**src/rtl/rtc_sp_pkg.sv**
```systemverilog
package rtc_sp_pkg;
  localparam int SP_FRAME_W  = 52;
  localparam int SP_FLAG_BIT = 7;
  localparam int SP_TEST_BIT = 43;
  localparam int SP_CLEAR_AT = 48;

  typedef enum logic [1:0] {
    SP_IDLE  = 2'd0,
    SP_READ  = 2'd1,
    SP_WRITE = 2'd2
  } sp_mode_e;
endpackage

```
**src/rtl/rtc_sp_prev.sv**
```systemverilog
module rtc_sp_prev #(
  parameter int W = 2
) (
  input  logic         clk,
  input  logic         rst_n,
  input  logic [W-1:0] d,
  output logic [W-1:0] q
);
  for (genvar i = 0; i < W; i++) begin : g_bit
    logic r;
    always_ff @(posedge clk or negedge rst_n) begin
      if (!rst_n) r <= 1'b0;
      else        r <= d[i];
    end
    assign q[i] = r;
  end
endmodule

```
**src/rtl/rtc_sp_seq.sv**
```systemverilog
module rtc_sp_seq
  import rtc_sp_pkg::*;
#(
  parameter int FRAME_W  = SP_FRAME_W,
  parameter int CLEAR_AT = SP_CLEAR_AT
) (
  input  logic clk,
  input  logic rst_n,
  input  logic chip_en,
  input  logic wr_dir,
  input  logic sclk,
  input  logic sclk_prev,
  input  logic ce_prev,
  output logic rd_load,
  output logic rd_shift,
  output logic wr_shift,
  output logic wr_last,
  output logic rd_clear,
  output logic rd_active,
  output logic cnt_hold
);
  localparam int CW = $clog2(FRAME_W + 2);
  localparam logic [CW-1:0] SAT   = CW'(FRAME_W + 1);
  localparam logic [CW-1:0] LAST  = CW'(FRAME_W - 1);
  localparam logic [CW-1:0] FULL  = CW'(FRAME_W);
  localparam logic [CW-1:0] CLR_C = CW'(CLEAR_AT - 1);

  sp_mode_e      mode;
  logic          s_rise, s_fall, ce_rise;
  logic [CW-1:0] cnt_q, cnt_d;
  logic          hold_d, act_d;

  always_comb begin
    if (!chip_en)    mode = SP_IDLE;
    else if (wr_dir) mode = SP_WRITE;
    else             mode = SP_READ;
    s_rise  = chip_en & sclk & ~sclk_prev;
    s_fall  = chip_en & ~sclk & sclk_prev;
    ce_rise = chip_en & ~ce_prev;

    rd_load  = (mode == SP_READ)  && s_rise && (cnt_q == '0);
    rd_shift = (mode == SP_READ)  && s_rise && (cnt_q != '0) && (cnt_q < FULL);
    rd_clear = (mode == SP_READ)  && s_rise && (cnt_q == CLR_C);
    wr_shift = (mode == SP_WRITE) && s_rise && (cnt_q < FULL);
    wr_last  = (mode == SP_WRITE) && s_rise && (cnt_q == LAST);

    cnt_d = cnt_q;
    if (!chip_en)                 cnt_d = '0;
    else if (s_rise && cnt_q < SAT) cnt_d = cnt_q + 1'b1;

    hold_d = cnt_hold;
    if (ce_rise)                                hold_d = 1'b0;
    else if ((mode == SP_WRITE) && s_fall)      hold_d = 1'b1;

    act_d = rd_active;
    if (mode != SP_READ) act_d = 1'b0;
    else if (rd_load)    act_d = 1'b1;
  end

  always_ff @(posedge clk or negedge rst_n) begin
    if (!rst_n) begin
      cnt_q     <= '0;
      cnt_hold  <= 1'b0;
      rd_active <= 1'b0;
    end else begin
      cnt_q     <= cnt_d;
      cnt_hold  <= hold_d;
      rd_active <= act_d;
    end
  end

  a_r11_cnt_idle: assert property (@(posedge clk) disable iff (!rst_n)
    !chip_en |=> (cnt_q == '0));
  a_r10_hold_rise_write: assert property (@(posedge clk) disable iff (!rst_n)
    $rose(cnt_hold) |-> $past(chip_en && wr_dir));
  a_r10_hold_ce_clear: assert property (@(posedge clk) disable iff (!rst_n)
    (chip_en && !ce_prev) |=> !cnt_hold);
  a_r9_cnt_saturates: assert property (@(posedge clk) disable iff (!rst_n)
    (cnt_q == SAT) && chip_en |=> (cnt_q == SAT));
endmodule

```
**src/rtl/rtc_sp_shift.sv**
```systemverilog
module rtc_sp_shift #(
  parameter int FRAME_W = 52
) (
  input  logic               clk,
  input  logic               rst_n,
  input  logic               rd_load,
  input  logic               rd_shift,
  input  logic               wr_shift,
  input  logic               wr_last,
  input  logic [FRAME_W-1:0] snap,
  input  logic               sdi,
  output logic               sdo,
  output logic               load_stb,
  output logic [FRAME_W-1:0] load_word
);
  logic [FRAME_W-1:0] sh_q, sh_d;
  logic               stb_d;

  always_comb begin
    sh_d = sh_q;
    if (rd_load)       sh_d = snap;
    else if (rd_shift) sh_d = sh_q >> 1;
    else if (wr_shift) sh_d = {sdi, sh_q[FRAME_W-1:1]};
    stb_d = wr_last;
  end

  always_ff @(posedge clk or negedge rst_n) begin
    if (!rst_n) begin
      sh_q     <= '0;
      load_stb <= 1'b0;
    end else begin
      sh_q     <= sh_d;
      load_stb <= stb_d;
    end
  end

  assign sdo       = sh_q[0];
  assign load_word = sh_q;

  a_r6_stb_single: assert property (@(posedge clk) disable iff (!rst_n)
    load_stb |=> !load_stb);
  a_r9_word_kept: assert property (@(posedge clk) disable iff (!rst_n)
    load_stb |=> $stable(load_word));
endmodule

```
**src/rtl/rtc_serial_port.sv**
```systemverilog
module rtc_serial_port
  import rtc_sp_pkg::*;
#(
  parameter int FRAME_W  = SP_FRAME_W,
  parameter int FLAG_BIT = SP_FLAG_BIT,
  parameter int TEST_BIT = SP_TEST_BIT,
  parameter int CLEAR_AT = SP_CLEAR_AT
) (
  input  logic               clk,
  input  logic               rst_n,
  input  logic               chip_en,
  input  logic               wr_dir,
  input  logic               sclk,
  input  logic               sdi,
  input  logic               supply_low,
  input  logic [FRAME_W-1:0] time_word,
  output logic               sdo,
  output logic               sdo_oe,
  output logic               load_stb,
  output logic [FRAME_W-1:0] load_word,
  output logic               cnt_hold,
  output logic               fail_flag,
  output logic               test_mode
);
  logic [1:0]         prev;
  logic               rd_load, rd_shift, wr_shift, wr_last, rd_clear, rd_active;
  logic [FRAME_W-1:0] snap;
  logic               flag_d, test_d;

  rtc_sp_prev #(.W(2)) i_prev (
    .clk(clk), .rst_n(rst_n), .d({chip_en, sclk}), .q(prev)
  );

  rtc_sp_seq #(.FRAME_W(FRAME_W), .CLEAR_AT(CLEAR_AT)) i_seq (
    .clk(clk), .rst_n(rst_n), .chip_en(chip_en), .wr_dir(wr_dir),
    .sclk(sclk), .sclk_prev(prev[0]), .ce_prev(prev[1]),
    .rd_load(rd_load), .rd_shift(rd_shift), .wr_shift(wr_shift),
    .wr_last(wr_last), .rd_clear(rd_clear), .rd_active(rd_active),
    .cnt_hold(cnt_hold)
  );

  rtc_sp_shift #(.FRAME_W(FRAME_W)) i_shift (
    .clk(clk), .rst_n(rst_n), .rd_load(rd_load), .rd_shift(rd_shift),
    .wr_shift(wr_shift), .wr_last(wr_last), .snap(snap), .sdi(sdi),
    .sdo(sdo), .load_stb(load_stb), .load_word(load_word)
  );

  always_comb begin
    snap           = time_word;
    snap[FLAG_BIT] = fail_flag;
    snap[TEST_BIT] = test_mode;

    flag_d = fail_flag;
    if (supply_low)    flag_d = 1'b1;
    else if (load_stb) flag_d = load_word[FLAG_BIT];
    else if (rd_clear) flag_d = 1'b0;

    test_d = test_mode;
    if (!chip_en)      test_d = 1'b0;
    else if (load_stb) test_d = load_word[TEST_BIT];
  end

  always_ff @(posedge clk or negedge rst_n) begin
    if (!rst_n) begin
      fail_flag <= 1'b1;
      test_mode <= 1'b0;
    end else begin
      fail_flag <= flag_d;
      test_mode <= test_d;
    end
  end

  assign sdo_oe = rd_active & chip_en & ~wr_dir;

  a_r5_supply_sets: assert property (@(posedge clk) disable iff (!rst_n)
    supply_low |=> fail_flag);
  a_r11_test_clear: assert property (@(posedge clk) disable iff (!rst_n)
    !chip_en |=> !test_mode);
  a_r6_stb_from_write: assert property (@(posedge clk) disable iff (!rst_n)
    load_stb |-> $past(chip_en && wr_dir));
  a_r4_flag_fall_cause: assert property (@(posedge clk) disable iff (!rst_n)
    $fell(fail_flag) |-> $past(chip_en));
endmodule

```
**config.mk**
```make
export PLATFORM = sky130hd
export DESIGN_NAME = rtc_serial_port
export DESIGN_NICKNAME = d
export VERILOG_FILES = /design/src/rtl/rtc_sp_pkg.sv /design/src/rtl/rtc_sp_prev.sv /design/src/rtl/rtc_sp_seq.sv /design/src/rtl/rtc_sp_shift.sv /design/src/rtl/rtc_serial_port.sv
export SDC_FILE = /design/constraint.sdc
export NUM_CORES = 1
export LEC_CHECK = 0
export ABC_AREA = 1
export BUFFER_PORTS_ARGS = -buffer_cell sky130_fd_sc_hd__buf_2
export CAP_MARGIN = 20
export CORE_AREA = 3 3 65 112
export CTS_BUF_LIST = sky130_fd_sc_hd__clkbuf_16
export CTS_CLUSTER_SIZE = 24
export DETAILED_ROUTE_END_ITERATION = 8
export DIE_AREA = 0 0 68 115
export GPL_TIMING_DRIVEN = 0
export PLACE_DENSITY = 0.87
export REMOVE_ABC_BUFFERS = 1
export SYNTH_ARGS = -nofsm -noshare
export SYNTH_HDL_FRONTEND = slang
export SYNTH_HIERARCHICAL = 1
export SYNTH_SLANG_ARGS = --single-unit
```
**constraint.sdc**
```tcl
create_clock -name clk -period 5.2 [get_ports clk]
set_clock_uncertainty 0.1 [all_clocks]
set_input_delay 0.52 -clock clk [delete_from_list [all_inputs] [get_ports clk]]
set_output_delay 0.52 -clock clk [all_outputs]
set_load 0.01 [all_outputs]
```
==> metrics.md, run 1 <==
| Metric | Value |
|---|---|
| GPL Wtd Cong | 0.840 |
| Max cap viols | 0 |
| Hold_buf cts | 0 |
| Top FF cell, synth | dfrtp_1 |
| # clock sinks | 65 |
| First-pass GRT wire length | 13400 um |
| Peak supply drop | 273 uV |
| GRT Overall Usage | 0.225 |
| Worst-path fanout max | 44 |
| Starting Density | 0.523 |
| Post-CTS setup buffers | 0 |
| Yosys top cell area share | 0.468 |
| CP arrival | 3.51 ns |
| RSZ-0062 raised after global routing | false |
| Vias per cell | 4.92 |
| Status | finished, final reports clean |
| Leakage power | 2.33 nW |
| Die Y-Extent | 115 um |
| Async S/R FF share, synth | 1.00 |
| Total power | 1.81 mW |
| DRC viols | 0 |
| Fin crit period | 3.40 ns |
| Fin crit share | 0.653 |
| Final #Nets | 623 |
| Inserted Diodes | 0 |
| Cell count after synthesis | 461 |
| Hold Vio Cnt, Final | 0 |
| Area growth from synthesis to layout | 22.7% |
| Initial DRC count | 137 |
| Cell area after layout | 4200 um^2 |
| Top post-synthesis cells by area | dfrtp_1, nand2_1, o21ai_0 |
| DP Area | 3940 um^2 |
| Warnings from Yosys | 6 |
| Pre-Repair DR Iteration Count | 4 |
| Reg-to-Reg Start | i_seq/cnt_q[0]$_DFFE_PN0P_ |
| Via count | 3190 |
| Mapped cell area | 3420 um^2 |
| Setup violation total in the final timing report | 0 |
| Grt total ovfl | 0 |
| Average wire per standard cell | 12.5 um |
| Setup slack, reg-to-reg | 1.89 ns |
| Layout cells sized above 1 | 0.257 |
| CTS tree | done |
| Max Root-Sink Buffers | 2 |
| Worst Reg-to-Reg Cells | 10 |
| Post-synth top area cell | dfrtp_1 |
| Fin cells | 649 |
| Initial antenna violation count | 0 |
| WL final | 8100 um |
| Post-synth EDFFs | 0 |
| IO Pins | 117 |
| Synth Area per Inst | 7.42 um^2 |
| CTS buffer count | 9 |
| DP Wirelength | 5710 um |
| Core area | 6540 um^2 |
| IO Port Bufs | 114 |
| Worst slew margin | 0.330 |
| Clock transition at path regs | 0.05 ns |
| Worst EP required | 5.31 ns |
| Max Freq | 294 MHz |
| Vias in the first global route | 3012 |
| Number of routed nets with antenna violations | 0 |
| Total negative slack | 0 ns |
| Seq/Total Area, Yosys | 0.476 |
| Placement row count | 39 |
| Slew Limit Fails | 0 |
| Die area | 7820 um^2 |
| DIE WIDTH | 68 um |
| Count of state elements after synthesis | 65 |
| Pwr/cell area | 431 nW/um^2 |
| Startpoint Class | primary input |
| Worst setup EP type | register |
| Final core utilization | 0.642 |
| Worst skew pair latency | 0.32 ns |
| Clock Tree Root | clkbuf_16 |
| WS Path Type | primary input to register |
| Fin worst setup slack | 1.80 ns |
| HP Class | primary input to asynchronous set/reset pin |
| H-tree depth | 3 |
| Hold_ws | 0.185 ns |
| Commonest cells post-synth | nand2_1, dfrtp_1, inv_1 |
| Largest net degree at the start of global routing | 66 |
| Dpl ws | 1.49 ns |
| Reg-to-reg endpoint | i_shift/load_word[15]$_DFFE_PN0P_ |
| Most frequent cell after synthesis | nand2_1 |
| Worst-Margin Slew | 1.00 ns |
| Synth cell types | 27 |
| Placed insts | 633 |
| Post-cts resize count | 0 |
-- sequential cells by signal, indices dropped and copies added, names as in the netlist --
name and count:
i_shift/load_word 52, i_seq/cnt_q 6, i_prev/g_bit.r 2, fail_flag 1, i_seq/cnt_hold 1, i_seq/rd_active 1, i_shift/load_stb 1, test_mode 1
-- critical path: stages --
cell and delay, ns:
buf_2 0.27, nand2_1 0.15, nor2_4 0.19, nand2_1 0.18, nor2_4 0.82, nor2_4 0.09, nand2_2 0.52, buf_12 0.29
inv_2 0.25, nand2_1 0.13, nand2_1 0.06
-- cell usage in the layout, fill, tap and decap left out, drive strengths merged, types with 4 or more instances in the layout --
cell,synthesis,final
clkbuf,6,9
buf,20,116
o21ai,50,50
inv,39,41
nor2,14,14
nand4,4,4
nand3,15,15
dfrtp,64,64
clkinv,0,5
nand2,239,239
-- logic make-up after synthesis --
group,count (synthesis),synth area share
simple gates,275,0.328
compound gates,53,0.0830
fa+ha+maj,2,0.00731
buf+inv,65,0.104
xor+xnor,1,0.00256
flops,65,0.476
-- final cells by class --
type                    count  area (um^2)
repair buffers            116          621
well taps                  82          103
clock inverters             7         30.0
fillers                   602         2340
flip-flops and latches     65         1630
clock buffers               9          225
inverters                  39          146
multi-input cells         331         1450
-- how the worst max path moves through the flow --
stage	startpoint	endpoint	slack [ns]	cells after the start
after floorplan	sclk	i_shift/load_word[0]$_DFFE_PN0P_	0.46	9
after global placement	chip_en	i_shift/load_word[17]$_DFFE_PN0P_	-1.59	10
after detailed placement	chip_en	i_shift/load_word[15]$_DFFE_PN0P_	1.49	11
after CTS	chip_en	i_shift/load_word[15]$_DFFE_PN0P_	1.82	11
after global routing	chip_en	i_shift/load_word[0]$_DFFE_PN0P_	1.48	11
final	chip_en	i_shift/load_word[15]$_DFFE_PN0P_	1.80	11
-- report_power, final --
part | switching, mW | internal, mW | leakage, nW
registers | 0.0983 | 0.654 | 0.823
clock network | 0.198 | 0.312 | 0.136
logic | 0.320 | 0.228 | 1.37
total | 0.617 | 1.19 | 2.33
-- layer usage --
metal | track usage | vias to the layer above | part of all wire
li1 | - | 1617 | -
met1 | 0.250 | 1448 | 0.39
met2 | 0.393 | 104 | 0.53
met3 | 0.0469 | 21 | 0.060
met4 | 0.109 | 0 | 0.024
met5 | 0 | - | 0
Note: power is estimated with default switching activity, not from simulation.
==> inputs of run 2 (changes only) <==
Settings changed: CORE_AREA 3 3 65 112 to 3 3 67 116, DIE_AREA 0 0 68 115 to 0 0 70 119, PLACE_DENSITY 0.87 to 0.83.
Clock period 5.2 ns to 3.4 ns, I/O delays scaled along.
==> run 2 against run 1 <==
Compared with the run above: final cell count rose by 0.46%; worst hold slack worse by 0.18 ns; critical endpoint is now i_shift/load_word[13]$_DFFE_PN0P_; routed wire length increased by 5.7%; via count is 1.1% higher; sequential power is 53% higher; die area is 6.5% higher; critical path type is now register to register; non-clock buffer count stayed put.
==> metrics.md, run 2 (same netlist as run 1, synthesis figures left out) <==
| Metric | Value |
|---|---|
| CP bufs+invs | 3 (unchanged) |
| Crit path max-delay family | simple AND/OR/NAND/NOR gates |
| Largest register FFs | 52 (unchanged) |
| Commonest non-fill, non-tap cells in the layout | nand2_1, buf_2, dfrtp_1, inv_1, o21ai_0 |
| Die Y-Extent | 119 um (+3.5%) |
| Area growth from synthesis to layout | 22.8% (about the same) |
| Worst slew margin | 0.458 (+0.127) |
| Initial DRC count | 218 (+59%) |
| GRT Overall Usage | 0.208 (-0.0167) |
| Worst setup EP type | register |
| Pre-Repair DR Iteration Count | 5 (+1) |
| Final #Nets | 624 (+0.16%) |
| Layout cells sized above 1 | 0.255 (-0.00221) |
| Clock transition at path regs | 0.05 ns (about the same) |
| Vias in the first global route | 3013 (+0.033%) |
| Max Freq | 340 MHz |
| Met3 global-route usage | 0.0549 (+0.00798) |
| Placement row count | 40 (+2.6%) |
| IO Pins | 117 (unchanged) |
| Total negative slack | 0 ns (unchanged) |
| Most Used Layer, Global Route | met2 |
| Vias per cell | 4.95 (+0.63%) |
| Slew Limit Fails | 0 (unchanged) |
| Psw | 954 uW (+55%) |
| Average wire per standard cell | 13.1 um (+5.2%) |
| Worst skew pair latency | 0.32 ns (about the same) |
| DRC viols | 0 (unchanged) |
| Startpoint Class | register |
| Fin crit share | 0.866 |
| First-pass GRT wire length | 14000 um (+3.8%) |
| Worst path cell trace | inv_1 -> ha_1 -> nand4_1 -> nor2_4 -> nor2_4 -> nand2_4 -> buf_12 -> inv_2 -> nand2_1 -> nand2_1 |
| Worst-path fanout max | 41 (-6.8%) |
| Switching Share | 0.343 (+0.00293) |
| HP Class | primary input to asynchronous set/reset pin |
| Fin cells | 652 (+0.46%) |
| Combinational group share of total power | 0.305 (+0.002) |
| Die area | 8330 um^2 (+6.5%) |
| CP Depth | 10 (-1) |
| Fin worst setup slack | 0.457 ns (-1.35 ns) |
| Clock power frac | 0.281 (about the same) |
| Clock Tree Root | clkbuf_16 |
| Number of routed nets with antenna violations | 0 (unchanged) |
| RSZ-0062 raised after global routing | false |
| Hold Vio Cnt, Final | 0 (unchanged) |
| Dpl ws | -0.0555 ns (-1.54 ns) |
| Leakage power | 2.32 nW (-0.44%) |
| GR Util met1 | 0.231 (-0.0196) |
| Max cap viols | 0 (unchanged) |
| CP arrival | 3.05 ns (-0.46 ns) |
| Via count | 3225 (+1.1%) |
| Setup violation total in the final timing report | 0 (unchanged) |
| Placed insts | 635 (+0.32%) |
| Worst EP required | 3.51 ns (-1.80 ns) |
| Worst Reg-to-Reg Cells | 10 (unchanged) |
| Largest net degree at the start of global routing | 66 (unchanged) |
| Core area | 6910 um^2 (+5.6%) |
| Met2 usage | 0.375 (-0.0180) |
| DP Wirelength | 5870 um (+2.7%) |
| Slowest stage delay, CP | 0.53 ns (-0.29 ns) |
| CTS tree | done |
| CTS buffer count | 9 (unchanged) |
| DIE WIDTH | 70 um (+2.9%) |
| Pwr/cell area | 661 nW/um^2 (+53%) |
| Peak supply drop | 346 uV (+27%) |
| Initial antenna violation count | 0 (unchanged) |
| H-tree depth | 3 (unchanged) |
| Worst-Margin Slew | 0.813 ns (-0.189 ns) |
| Grt total ovfl | 0 (unchanged) |
| Inserted Diodes | 0 (unchanged) |
| Hold_buf cts | 0 (unchanged) |
| Status | finished, final reports clean |
| Slowest stage cell, crit path | nor2_4 |
| GPL Wtd Cong | 0.912 (+8.6%) |
| Max Root-Sink Buffers | 2 (unchanged) |
| P_int | 1.82 mW (+53%) |
| Commonest non-fill, non-tap cell in the layout | nand2_1 |
| Starting Density | 0.495 (-0.0279) |
| IO Port Bufs | 114 (unchanged) |
| WS Path Type | register to register |
| Seq pwr share | 0.414 (about the same) |
| Fin crit period | 2.94 ns |
| # clock sinks | 65 (unchanged) |
| WL final | 8560 um (+5.7%) |
-- run 2: final timing paths --
kind / start / to / slack, ns
hold reg to reg: fail_flag$_DFFE_PN1P_ / fail_flag$_DFFE_PN1P_ / 0.38
setup reg to reg: i_seq/cnt_q[0]$_DFFE_PN0P_ / i_shift/load_word[13]$_DFFE_PN0P_ / 0.46
setup / recovery: i_seq/cnt_q[0]$_DFFE_PN0P_ / i_shift/load_word[13]$_DFFE_PN0P_ / 0.46
max in group asynchronous: rst_n / i_shift/load_word[16]$_DFFE_PN0P_ / 2.65
hold / removal: rst_n / i_prev/g_bit[0].r$_DFF_PN0_ / 0.007
min in group clk: sclk / i_prev/g_bit[0].r$_DFF_PN0_ / 0.05
-- run 2: layer usage --
layer,part of all wire,wire (um)
met1,0.39,3350
met2,0.55,4670
met3,0.054,460
met4,0.0089,76
met5,0,0
-- run 2: worst reg2reg max path, stage by stage (launching register included) --
cell and delay, ns:
dfrtp_1 0.42, inv_1 0.10, ha_1 0.20, nand4_1 0.31
nor2_4 0.53, nor2_4 0.11, nand2_4 0.32, buf_12 0.26
inv_2 0.27, nand2_1 0.14, nand2_1 0.06
-- run 2: stage by stage --
step                      power, mW  instance area (um^2)  hold slack [ns]   util
after floorplan                1.62                  3210          -0.0556      -
after global placement         1.97                  3890            0.360  0.563
after detailed placement       2.01                  3940            0.375  0.570
after CTS                      2.81                  4190           0.0377  0.607
after global routing           2.97                  4200           0.0454  0.609
final                          2.78                  4200          0.00658  0.609
-- run 2: area by class of cell --
| type | instances | area (um^2) |
|---|---|---|
| well taps | 84 | 105 |
| clock inverters | 7 | 27.5 |
| inverters | 39 | 146 |
| repair buffers | 116 | 613 |
| flip-flops and latches | 65 | 1630 |
| clock buffers | 9 | 225 |
| multi-input cells | 332 | 1460 |
| fillers | 634 | 2700 |
-- run 2: power by group through the flow --
stage / clock network (mW) / logic (mW) / registers, mW
after global routing: 0.835 / 0.960 / 1.18
after global placement: 0 / 0.827 / 1.15
after detailed placement: 0 / 0.852 / 1.16
final: 0.782 / 0.846 / 1.15
after floorplan: 0 / 0.363 / 1.26
after CTS: 0.800 / 0.858 / 1.15
-- run 2: repair_timing --
| item | 4_1_cts | 5_1_grt |
|---|---|---|
| gates resized for setup | 0 | 1 |
| buffers inserted | 0 | 0 |
| setup endpoints to repair | 0 | 27 |
| endpoints found under the hold margin | 0 | 0 |
